===== src/rtl/bt_pkg.sv =====
package bt_pkg;

    localparam logic [1:0] TRIT_Z   = 2'b00;
    localparam logic [1:0] TRIT_P   = 2'b01;
    localparam logic [1:0] TRIT_N   = 2'b11;
    localparam logic [1:0] TRIT_BAD = 2'b10;

    typedef enum logic [1:0] {
        OP_ADD = 2'b00,
        OP_SUB = 2'b01,
        OP_NEG = 2'b10,
        OP_CMP = 2'b11
    } bt_op_e;

    typedef enum logic {
        S_IDLE = 1'b0,
        S_DONE = 1'b1
    } bt_state_e;

    // Digit-wise inversion: +1 <-> -1, 0 stays 0.
    function automatic logic [1:0] trit_neg(input logic [1:0] t);
        return {t[0] & ~t[1], t[0]};
    endfunction

    // Signed value of one digit code.
    function automatic logic signed [2:0] trit_val(input logic [1:0] t);
        case (t)
            TRIT_P:  return 3'sd1;
            TRIT_N:  return -3'sd1;
            default: return 3'sd0;
        endcase
    endfunction

endpackage


===== src/rtl/bt_digit_add.sv =====
module bt_digit_add
    import bt_pkg::*;
(
    input  logic [1:0] a,
    input  logic [1:0] b,
    input  logic [1:0] cin,
    output logic [1:0] s,
    output logic [1:0] cout
);

    logic signed [3:0] total;

    always_comb begin
        total = 4'(trit_val(a)) + 4'(trit_val(b)) + 4'(trit_val(cin));
        if (total > 4'sd1) begin
            cout = TRIT_P;
            s    = (total == 4'sd2) ? TRIT_N : TRIT_Z;
        end else if (total < -4'sd1) begin
            cout = TRIT_N;
            s    = (total == -4'sd2) ? TRIT_P : TRIT_Z;
        end else begin
            cout = TRIT_Z;
            s    = (total == 4'sd1) ? TRIT_P :
                   (total == -4'sd1) ? TRIT_N : TRIT_Z;
        end
    end

endmodule


===== src/rtl/bt_ripple_add.sv =====
module bt_ripple_add
    import bt_pkg::*;
#(
    parameter int NTRITS = 5
) (
    input  logic [2*NTRITS-1:0] a,
    input  logic [2*NTRITS-1:0] b,
    output logic [2*NTRITS-1:0] sum,
    output logic [1:0]          cout
);

    logic [1:0] chain [0:NTRITS];

    assign chain[0] = TRIT_Z;

    for (genvar i = 0; i < NTRITS; i++) begin : g_digit
        bt_digit_add u_digit (
            .a    (a[2*i +: 2]),
            .b    (b[2*i +: 2]),
            .cin  (chain[i]),
            .s    (sum[2*i +: 2]),
            .cout (chain[i+1])
        );
    end

    assign cout = chain[NTRITS];

endmodule


===== src/rtl/bt_sign_detect.sv =====
module bt_sign_detect
    import bt_pkg::*;
#(
    parameter int NTRITS = 5
) (
    input  logic [2*NTRITS-1:0] word,
    input  logic [1:0]          top,
    output logic [1:0]          sign,
    output logic                is_zero
);

    always_comb begin
        sign = TRIT_Z;
        for (int i = 0; i < NTRITS; i++) begin
            if (word[2*i +: 2] != TRIT_Z) sign = word[2*i +: 2];
        end
        if (top != TRIT_Z) sign = top;
        is_zero = (sign == TRIT_Z);
    end

endmodule


===== src/rtl/bt_word_alu.sv =====
module bt_word_alu
    import bt_pkg::*;
#(
    parameter int NTRITS = 5
) (
    input  logic                clk,
    input  logic                rst,
    input  logic                in_valid,
    input  logic [1:0]          op,
    input  logic [2*NTRITS-1:0] opnd_a,
    input  logic [2*NTRITS-1:0] opnd_b,
    output logic [2*NTRITS-1:0] result,
    output logic [1:0]          carry_out,
    output logic                zero,
    output logic [1:0]          sign,
    output logic                err,
    output logic                res_valid
);

    localparam int W = 2 * NTRITS;

    bt_op_e      op_e;
    bt_state_e   state, state_nx;
    logic [W-1:0] add_a, add_b, add_sum;
    logic [1:0]   add_cout, sum_sign;
    logic         sum_zero, bad_code;
    logic [W-1:0] word_nx;
    logic [1:0]   carry_nx;

    assign op_e = bt_op_e'(op);

    // Operand preparation: subtract/compare invert B, negate inverts A.
    always_comb begin
        add_a = opnd_a;
        add_b = opnd_b;
        for (int i = 0; i < NTRITS; i++) begin
            unique case (op_e)
                OP_ADD: ;
                OP_SUB, OP_CMP: add_b[2*i +: 2] = trit_neg(opnd_b[2*i +: 2]);
                OP_NEG: begin
                    add_a[2*i +: 2] = trit_neg(opnd_a[2*i +: 2]);
                    add_b[2*i +: 2] = TRIT_Z;
                end
            endcase
        end
    end

    always_comb begin
        bad_code = 1'b0;
        for (int i = 0; i < NTRITS; i++) begin
            if (opnd_a[2*i +: 2] == TRIT_BAD || opnd_b[2*i +: 2] == TRIT_BAD)
                bad_code = 1'b1;
        end
    end

    bt_ripple_add #(.NTRITS(NTRITS)) u_adder (
        .a    (add_a),
        .b    (add_b),
        .sum  (add_sum),
        .cout (add_cout)
    );

    bt_sign_detect #(.NTRITS(NTRITS)) u_sign (
        .word    (add_sum),
        .top     (add_cout),
        .sign    (sum_sign),
        .is_zero (sum_zero)
    );

    // Compare places its verdict in digit 0 only.
    always_comb begin
        if (op_e == OP_CMP) begin
            word_nx        = '0;
            word_nx[1:0]   = sum_sign;
            carry_nx       = TRIT_Z;
        end else begin
            word_nx  = add_sum;
            carry_nx = add_cout;
        end
    end

    // Next-state logic: T_ACCEPT / T_RETIRE.
    always_comb begin
        unique case (state)
            S_IDLE:  state_nx = in_valid ? S_DONE : S_IDLE;
            S_DONE:  state_nx = in_valid ? S_DONE : S_IDLE;
            default: state_nx = S_IDLE;
        endcase
    end

    always_ff @(posedge clk) begin
        if (rst) state <= S_IDLE;
        else     state <= state_nx;
    end

    always_ff @(posedge clk) begin
        if (rst) begin
            result    <= '0;
            carry_out <= TRIT_Z;
            zero      <= 1'b0;
            sign      <= TRIT_Z;
            err       <= 1'b0;
        end else if (in_valid) begin
            if (bad_code) begin
                result    <= '0;
                carry_out <= TRIT_Z;
                zero      <= 1'b0;
                sign      <= TRIT_Z;
                err       <= 1'b1;
            end else begin
                result    <= word_nx;
                carry_out <= carry_nx;
                zero      <= sum_zero;
                sign      <= sum_sign;
                err       <= 1'b0;
            end
        end
    end

    assign res_valid = (state == S_DONE);

endmodule


===== config.mk =====
export PLATFORM = sky130hd
export DESIGN_NAME = bt_word_alu
export DESIGN_NICKNAME = d
export VERILOG_FILES = /design/src/rtl/bt_pkg.sv /design/src/rtl/bt_digit_add.sv /design/src/rtl/bt_ripple_add.sv /design/src/rtl/bt_sign_detect.sv /design/src/rtl/bt_word_alu.sv
export SDC_FILE = /design/constraint.sdc
export NUM_CORES = 1
export LEC_CHECK = 0
export ABC_CLOCK_PERIOD_IN_PS = 11750
export BUFFER_PORTS_ARGS = -buffer_cell sky130_fd_sc_hd__buf_2
export CAP_MARGIN = 20
export CORE_MARGIN = 10
export CORE_UTILIZATION = 50
export DETAILED_ROUTE_END_ITERATION = 16
export PLACE_DENSITY = 0.74
export SYNTH_ARGS = -nofsm -noshare
export SYNTH_HDL_FRONTEND = slang
export SYNTH_HIERARCHICAL = 1
export SYNTH_SLANG_ARGS = --single-unit

===== constraint.sdc =====
create_clock -name clk -period 11.75 [get_ports clk]
set_clock_uncertainty 0.2 [all_clocks]
set_input_delay 0.5875 -clock clk [delete_from_list [all_inputs] [get_ports clk]]
set_output_delay 0.5875 -clock clk [all_outputs]
set_load 0.05 [all_outputs]

==> results of run 1 <==
routing by layer:
| layer | GRT usage, % | wire length, um | up-vias | part of all wire, % |
|---|---|---|---|---|
| li1 | - | - | 865 | - |
| met1 | 18.46 | 1972 | 784 | 44 |
| met2 | 24.01 | 2206 | 38 | 49 |
| met3 | 2.948 | 289 | 2 | 6.4 |
| met4 | 1.557 | 19 | 0 | 0.42 |
| met5 | 0 | 0 | - | 0 |
registers in the layout, indices dropped and copies added (netlist names):
| register | flops |
|---|---|
| carry_out | 2 |
| err | 1 |
| res_valid | 1 |
| sign | 2 |
| result | 10 |
| zero | 1 |
worst min path at each step:
stage,start,to,slack [ns],cells after the start
2_1_floorplan,rst,res_valid,0.46,1
3_3_place_gp,result[8],result[8],0.25,1
3_5_place_dp,result[5],result[5],0.26,1
4_1_cts,carry_out[1],carry_out[1],0.27,1
5_1_grt,result[6],result[6],0.29,1
6_report,result[6],result[6],0.27,1
cells in the mapped netlist:
master     number
o32a_1          4
ha_1            5
o22ai_1         4
mux2_2          2
and3_1          1
nor2b_4         2
inv_1          35
a22oi_1         1
clkbuf_1        4
and2_1          5
o221ai_1        1
or3b_1          5
nand2b_1        7
nand2_1        40
o31ai_1         1
and2b_2         1
xor2_1          4
a2111oi_4       2
a22o_1          6
buf_8           1
o21ai_0        10
a32o_2         10
xnor2_1         1
a21boi_1        4
nor2b_1         9
o21ba_2         4
nor2_1          8
conb_1          1
o21ai_1         1
nand3b_1        6
a21oi_2         1
fa_1           15
a211oi_1        1
and4bb_4        1
a21oi_1         6
dfxtp_1        17
a2111oi_2       1
area by class of cell:
| type | count | area [um^2] |
|---|---|---|
| flip-flops and latches | 17 | 340.3 |
| repair buffers | 45 | 235.2 |
| clock inverters | 1 | 5.005 |
| multi-input cells | 172 | 1399 |
| well taps | 48 | 60.06 |
| clock buffers | 3 | 41.29 |
| inverters | 35 | 131.4 |
| fillers | 337 | 1449 |
cells by family (layout without fill, tap and decap cells):
kind of cell	Yosys count	count (layout)	synth area share (%)
xor gates and xnor gates	5	5	2.318
DFF	17	17	18.01
other	1	3	0.1985
AOI/OAI and AO/OA	57	57	26.23
adders and majority gates	20	20	19.21
buffers and inverters	40	84	8.543
and+or+nand+nor	85	85	24.30
muxes	2	2	1.192
per-stage QoR:
step / cells / setup slack (ns) / utilization, % / cell area [um^2] / hold WS (ns)
final: 321 / 0.6404 / 60.42 / 2212 / 0.2665
after global routing: 321 / 0.002169 / 60.42 / 2212 / 0.2894
after CTS: 320 / 0.5872 / 60.12 / 2201 / 0.2717
after detailed placement: 316 / 0.3363 / 58.85 / 2155 / 0.2551
after global placement: 316 / 0.5656 / 58.85 / 2155 / 0.2516
after floorplan: 229 / 0.7201 / - / 1897 / 0.4591
worst max-delay path: cells and delay by family:
family	cells	cell delay (ns)
adders and majority gates	15	6.45
and+or+nand+nor	13	1.75
AOI/OAI and AO/OA	8	1.45
buffers and inverters	7	0.54
muxes	1	0.27
what timing repair did:
action | 4_1_cts | 5_1_grt
hold endpoints to repair | 0 | 0
buffers inserted | 0 | 0
hold buffers | 0 | 0
setup endpoints to repair | 0 | 1
resized for setup | 0 | 1
==> key figures, run 1 <==
Setup path
  – Critical path required time: 11.70 ns
  – Worst-path fanout max: 9
  – R2r setup slk: 10.89 ns
  – Worst Setup End Kind: register
  – R2R cell count: 1
  – Slowest-stage cell, CP: fa_1
  – Max incr delay on CP: 0.59 ns
  – CP endpoint: result[0]
  – Setup Crit Path Kind: in -> reg
  – Crit path top cell by count: fa_1
  – Startpoint types: primary input
  – Reg-to-Reg End: result[3]
  – Setup crit start: op[0]
  – Worst r2r src: result[3]
  – Critical path arrival: 11.06 ns

GRT
  – Initial antenna violation count: 0
  – Largest net degree at the start of global routing: 16
  – Gr ovfl total: 0
  – First-pass GRT wire length: 7741 um
  – Vias in the first global route: 1643
  – Gr usage total: 14.11%

Drt
  – Routed length per instance: 13.98 um
  – Via density: 5.262
  – Via count: 1689
  – Number of iterations in the first detailed-routing pass: 4
  – Routed WL: 4488 um
  – Drt drc: 0
  – Iteration-0 DRC count of the detailed router: 161
  – Post-DRT Antenna Nets: 0

Worst hold path
  – Worst Hold Class: reg -> reg

Die
  – Rows: 22
  – Die area: 0.006637 mm^2
  – Core box area: 0.003661 mm^2
  – Die Height: 81.47 um
  – Initial core utilization: 51.61%
  – Die W: 81.47 um
  – Number of I/O pins: 42

CTS
  – TritonCTS Sinks: 17
  – Clock root cell: clkbuf_8
  – Clk_lat worst skew: 0.25 ns
  – CTS tree: done
  – H-tree lvl count: 1
  – Clock Pin Slew Worst Setup and Hold Paths: 0.06 ns
  – TritonCTS buffer count: 3
  – Clock buffer depth: 2

Logic synthesis
  – Warnings, synthesis: 6
  – Post-synth top area share: 18.01%
  – Largest area contributor in the netlist: dfxtp_1
  – Synth unique cells: 37
  – Mean Syn Cell Area: 8.323 um^2
  – Synthesized flop and latch total: 17
  – Mapped Area: 0.001889 mm^2
  – Synth top area cells: dfxtp_1, fa_1, nand2_1
  – Post-synthesis cell count: 227
  – Seq/Total Area, Yosys: 18.01%

Timing
  – RSZ-0062 raised after global routing: false
  – Period minus WS final: 11.11 ns
  – Final Setup Violations: 0
  – Final Max Tran Viols: 0
  – Final hold violation count: 0
  – Setup TNS: 0 ns
  – Achievable frequency: 0.09001 GHz
  – Final Cycle Share: 94.55%

Placed design
  – DP HPWL: 3771 um
  – GP Congestion: 0.7770
  – Port Buffers: 41

Finish
  – Net count, final: 319
  – Share of layout cells above drive strength 1: 27.11%
  – P&R area growth vs syn: 17.09%
  – Most common cell after layout, fill and taps aside: buf_2
  – N_diodes: 0
  – Most frequent cells in the layout: buf_2, nand2_1, inv_1

Status
  – Status: completed

Job
  – Max cap viols: 0
Power of run 1 is left out: the tool's default activity adds up to more than one toggle a clock period on the data nets, which glitch-free logic cannot reach.
==> run 2, diff against run 1 <==
Settings changed: BUFFER_PORTS_ARGS -buffer_cell sky130_fd_sc_hd__buf_2 to unset, CORE_UTILIZATION 50 to 58, DONT_BUFFER_PORTS set to 1, PLACE_DENSITY 0.74 to 0.73.
==> run 2 against run 1 <==
Compared with the run above: non-clock buffer count decreased by 43; design area decreased by 11%; first-iteration DRC count decreased by 14%; fmax increased by 0.54%; routed wire length increased by 1.1%; sequential share of layout area increased by 1.9 points; global-route usage increased by 1.2 points.
==> key figures, run 2 (same netlist as run 1, synthesis figures left out) <==
Status
  – Status: completed

Placed design
  – Port Buffers: 0 (-100%)
  – GP Congestion: 0.8141 (+4.8%)
  – DP HPWL: 3888 um (+3.1%)

Setup path
  – Setup crit start: op[0]
  – Startpoint types: primary input
  – Worst r2r src: err
  – Critical path arrival: 11.04 ns (-0.02 ns)
  – Crit path top cell by count: fa_1
  – Worst-path fanout max: 10 (+1)
  – Max incr delay on CP: 0.56 ns (-0.03 ns)
  – Setup Crit Path Kind: in -> reg
  – Slowest-stage cell, CP: fa_1
  – Worst Setup End Kind: register
  – Critical path required time: 11.74 ns (+0.04 ns)

Drt
  – Routed length per instance: 16.55 um (+18%)
  – Drt drc: 0 (unchanged)
  – Number of iterations in the first detailed-routing pass: 4 (unchanged)
  – Via count: 1614 (-4.4%)
  – Routed WL: 4536 um (+1.1%)
  – Post-DRT Antenna Nets: 0 (unchanged)
  – Via density: 5.891 (+12%)
  – Iteration-0 DRC count of the detailed router: 138 (-14%)

GRT
  – Gr usage total: 15.32% (+1.2 points)
  – Grt met3 use: 4.079% (+1.1 points)
  – Vias in the first global route: 1645 (+0.12%)
  – Largest net degree at the start of global routing: 16 (unchanged)
  – Gr ovfl total: 0 (unchanged)
  – Initial antenna violation count: 0 (unchanged)
  – Most utilized layer in the global route result: met2
  – First-pass GRT wire length: 7748 um (about the same)
  – Global routing usage on met2: 28.92% (+4.9 points)
  – Global Route met1 Usage: 16.75% (-1.7 points)

Timing
  – Final Setup Violations: 0 (unchanged)
  – Max-slew headroom: 35.67%
  – Tightest Pin Transition: 0.9614 ns
  – Final Cycle Share: 94.04% (-0.51 points)
  – RSZ-0062 raised after global routing: false
  – Achievable frequency: 0.09050 GHz (+0.54%)
  – Period minus WS final: 11.05 ns (-0.05989 ns)
  – Setup TNS: 0 ns (unchanged)
  – Final hold violation count: 0 (unchanged)
  – Final Max Tran Viols: 0 (unchanged)

Worst hold path
  – Min-delay src: rst
  – Worst Hold Class: in -> reg

Die
  – Die area: 0.005941 mm^2 (-10%)
  – Die W: 77.08 um (-5.4%)
  – Initial core utilization: 61.38% (+9.8 points)
  – Number of I/O pins: 42 (unchanged)
  – Die Height: 77.08 um (-5.4%)
  – Core box area: 0.003078 mm^2 (-16%)
  – Rows: 20 (-9.1%)

CTS
  – TritonCTS buffer count: 3 (unchanged)
  – Clock Pin Slew Worst Setup and Hold Paths: 0.09 ns (+0.03 ns)
  – Clock root cell: clkbuf_4
  – TritonCTS Sinks: 17 (unchanged)
  – CTS tree: done
  – Clock buffer depth: 2 (unchanged)
  – H-tree lvl count: 1 (unchanged)
  – Clk_lat worst skew: 0.29 ns (+0.04 ns)
  – Postcts setup bufs: 0 (unchanged)

Finish
  – Most flop-heavy register: result
  – Registers with the most flip-flops: result x10, carry_out x2, sign x2
  – P&R area growth vs syn: 4.305%
  – Max reg flops: 10 (unchanged)
  – Most frequent cells in the layout: nand2_1, inv_1, dfxtp_1
  – Net count, final: 276 (-13%)
  – Fill cells: 270 (-20%)
  – N_diodes: 0 (unchanged)
  – Most common cell after layout, fill and taps aside: nand2_1
  – Share of layout cells above drive strength 1: 13.91% (-13 points)

Job
  – Max cap viols: 0 (unchanged)
[run 2: critical path, delay by kind of cell]
kind / cells / cell delay (ns)
AOI/OAI and AO/OA: 8 / 1.45
buffers and inverters: 6 / 0.41
muxes: 1 / 0.26
adders and majority gates: 15 / 6.51
and+or+nand+nor: 12 / 1.81
[run 2: path summary, 6_finish.rpt]
kind               endpoint  slack (ns)  cells after the start
setup / recovery  result[0]        0.70                     42
hold / removal          err        0.16                      1
setup reg to reg        err       10.47                      2
hold reg to reg         err        0.60                      2
[run 2: final cells by class]
cell class / count / area (um^2) / share of cell area, %
Sequential cell: 17 / 340.3 / 17.27
Clock inverter: 1 / 5.005 / 0.2540
Clock buffer: 3 / 22.52 / 1.143
Tap cell: 44 / 55.05 / 2.794
Timing Repair Buffer: 2 / 15.01 / 0.7619
Inverter: 35 / 131.4 / 6.667
Multi-Input combinational cell: 172 / 1401 / 71.11
[run 2: what timing repair did]
item / in CTS / in global routing
resized for setup: 0 / 2
hold buffers: 0 / 0
endpoints found under the setup margin: 0 / 1
endpoints found under the hold margin: 0 / 0
[run 2: stage by stage]
step           hold slack [ns]  instances  setup slack (ns)  utilization [%]  area, um^2
6_report                0.1551        274            0.7003            64.02        1971
5_1_grt                 0.1389        274           0.01137            64.02        1971
4_1_cts                 0.1474        274            0.5407            63.82        1964
3_5_place_dp            0.4647        270            0.2146            62.93        1937
3_3_place_gp            0.4625        270            0.6527            62.93        1937
2_1_floorplan           0.4591        229            0.7201                -        1897
[run 2: layer usage]
metal	share of wire [%]	routed length (um)
met1	39	1756
met2	53	2398
met3	7.9	358
met4	0.49	22
met5	0	0
Power of run 2 is left out for the same reason.
==> run 3, diff against run 2 <==
==> constraint.sdc (replaced) <==
create_clock -name clk -period 11.75 [get_ports clk]
set_clock_uncertainty 0.2 [all_clocks]
set_input_delay 2.35 -clock clk [delete_from_list [all_inputs] [get_ports clk]]
set_output_delay 2.35 -clock clk [all_outputs]
set_load 0.05 [all_outputs]
==> run 3 against run 2 <==
Compared with the run above: the flow now finishes with violations (negative setup slack); die area is the same; global-route usage grew 1.5 points; routed wire length grew 12%; first-iteration DRC count shrank 41%; register-to-register slack is essentially flat; critical path depth is the same.
==> key figures, run 3 (same netlist as run 1, synthesis figures left out) <==
Timing
  – Final hold violation count: 0 (unchanged)
  – Hold slack final: 0.5584 ns (+0.4033 ns)
  – RSZ-0062 raised after global routing: true
  – Min setup slack post-route: -0.4167 ns (-1.117 ns)
  – Final Setup Violations: 5 (+5)
  – Achievable frequency: 0.08219 GHz (-9.2%)
  – Tightest Pin Transition: 0.9934 ns (+0.03206 ns)
  – Period minus WS final: 12.17 ns (+1.117 ns)
  – Final Max Tran Viols: 0 (unchanged)
  – Max-slew headroom: 33.53% (-2.1 points)
  – Final Cycle Share: 103.5% (+9.5 points)

GRT
  – First-pass GRT wire length: 8480 um (+9.4%)
  – Gr usage total: 16.82% (+1.5 points)
  – Most utilized layer in the global route result: met2
  – Largest net degree at the start of global routing: 16 (unchanged)
  – Initial antenna violation count: 0 (unchanged)
  – Global Route met1 Usage: 17.34% (+0.59 points)
  – Grt met3 use: 3.963% (-0.12 points)
  – Vias in the first global route: 1913 (+16%)
  – Global routing usage on met2: 31.45% (+2.5 points)
  – Gr ovfl total: 0 (unchanged)

Finish
  – N_diodes: 0 (unchanged)
  – Net count, final: 319 (+16%)
  – Final instance area: 0.002440 mm^2 (+24%)
  – P&R area growth vs syn: 29.14%
  – Most common cell after layout, fill and taps aside: buf_4
  – Multi-input gate area: 0.001540 mm^2 (+9.9%)
  – Share of layout cells above drive strength 1: 35.16% (+21 points)
  – Sequential cell area: 340.3 um^2 (unchanged)
  – Final Non-Filler Cells: 317 (+16%)
  – Most frequent cells in the layout: buf_4, nand2_1, inv_1
  – Fill cells: 215 (-20%)
  – Registers with the most flip-flops: result x10, carry_out x2, sign x2
  – Most flop-heavy register: result
  – Max reg flops: 10 (unchanged)

Setup path
  – Crit path buf inv count: 6 (unchanged)
  – Setup Crit Path Kind: in -> reg
  – Startpoint types: primary input
  – Critical path required time: 11.76 ns (+0.02 ns)
  – Worst-path fanout max: 4 (-6)
  – CP top delay family: adder cells
  – Critical path arrival: 12.18 ns (+1.14 ns)
  – Crit path top cell by count: fa_1
  – Max incr delay on CP: 0.59 ns (+0.03 ns)
  – Slowest-stage cell, CP: fa_1
  – Worst Setup End Kind: register

CTS
  – TritonCTS Sinks: 17 (unchanged)
  – CTS tree: done
  – Clock buffer depth: 2 (unchanged)
  – Clk_lat worst skew: 0.30 ns (about the same)
  – Clock Pin Slew Worst Setup and Hold Paths: 0.10 ns (about the same)
  – H-tree lvl count: 1 (unchanged)
  – TritonCTS buffer count: 3 (unchanged)
  – Clock root cell: clkbuf_4

Drt
  – Routed WL: 5069 um (+12%)
  – Routed length per instance: 15.99 um (-3.4%)
  – Number of iterations in the first detailed-routing pass: 4 (unchanged)
  – Post-DRT Antenna Nets: 0 (unchanged)
  – Iteration-0 DRC count of the detailed router: 82 (-41%)
  – Via density: 5.647 (-4.1%)
  – Drt drc: 0 (unchanged)
  – Via count: 1790 (+11%)

Worst hold path
  – Worst Hold Class: reg -> reg

Die
  – Rows: 20 (unchanged)
  – Core box area: 0.003078 mm^2 (unchanged)
  – Initial core utilization: 61.38% (unchanged)
  – Die Height: 77.08 um (unchanged)
  – Number of I/O pins: 42 (unchanged)
  – Die area: 0.005941 mm^2 (unchanged)
  – Die W: 77.08 um (unchanged)

Placed design
  – Dpl ws: -0.9029 ns (-1.118 ns)
  – GP Congestion: 0.8553 (+5.1%)
  – Port Buffers: 0 (unchanged)
  – DP HPWL: 4043 um (+4.0%)
  – Placed cells: 301 (+11%)
  – DP Area: 0.002238 mm^2 (+16%)

Status
  – Status: finished, violations left
  – Failing checks: negative setup slack

Job
  – Max cap viols: 0 (unchanged)
run 3: area by class of cell:
cell class / count / area share, %
clock buffer: 3 / 0.9231
clock inverter: 1 / 0.2051
inverter: 35 / 5.385
multi-input combinational: 172 / 63.13
sequential: 17 / 13.95
tap: 44 / 2.256
timing repair buffer: 45 / 14.15
run 3: routing by layer:
layer  share of wire [%]  wire length [um]
met4                 2.5               129
met2                  52              2643
met5                   0                 0
met3                 6.5               332
met1                  39              1963
run 3: metrics by stage:
stage	util, %	setup TNS [ns]
CTS	76.14	-1.880
detailed placement	72.72	-5.120
finish	79.27	-1.672
global placement	72.72	-2.565
global route	79.27	-5.287
floorplan	-	-3.089
run 3: timing repair:
action,CTS,global route
hold buffers,0,0
pin swaps,21,14
gates resized for setup,2,16
endpoints found under the setup margin,7,9
setup buffers,9,3
run 3: path summary, 6_finish.rpt:
kind                            startpoint        end  slack [ns]  cells after the start
worst max-delay path                 op[1]  result[0]       -0.42                     42
worst min-delay path                   err        err        0.56                      2
worst max register to register         err        err       10.46                      2
worst min register to register         err        err        0.56                      2
run 3: worst reg2reg max path, cell delays in order, from the launching register on:
cell      delay [ns]
dfxtp_1         0.66
nor2_1          0.08
a211oi_1        0.26
Power of run 3 is left out for the same reason.
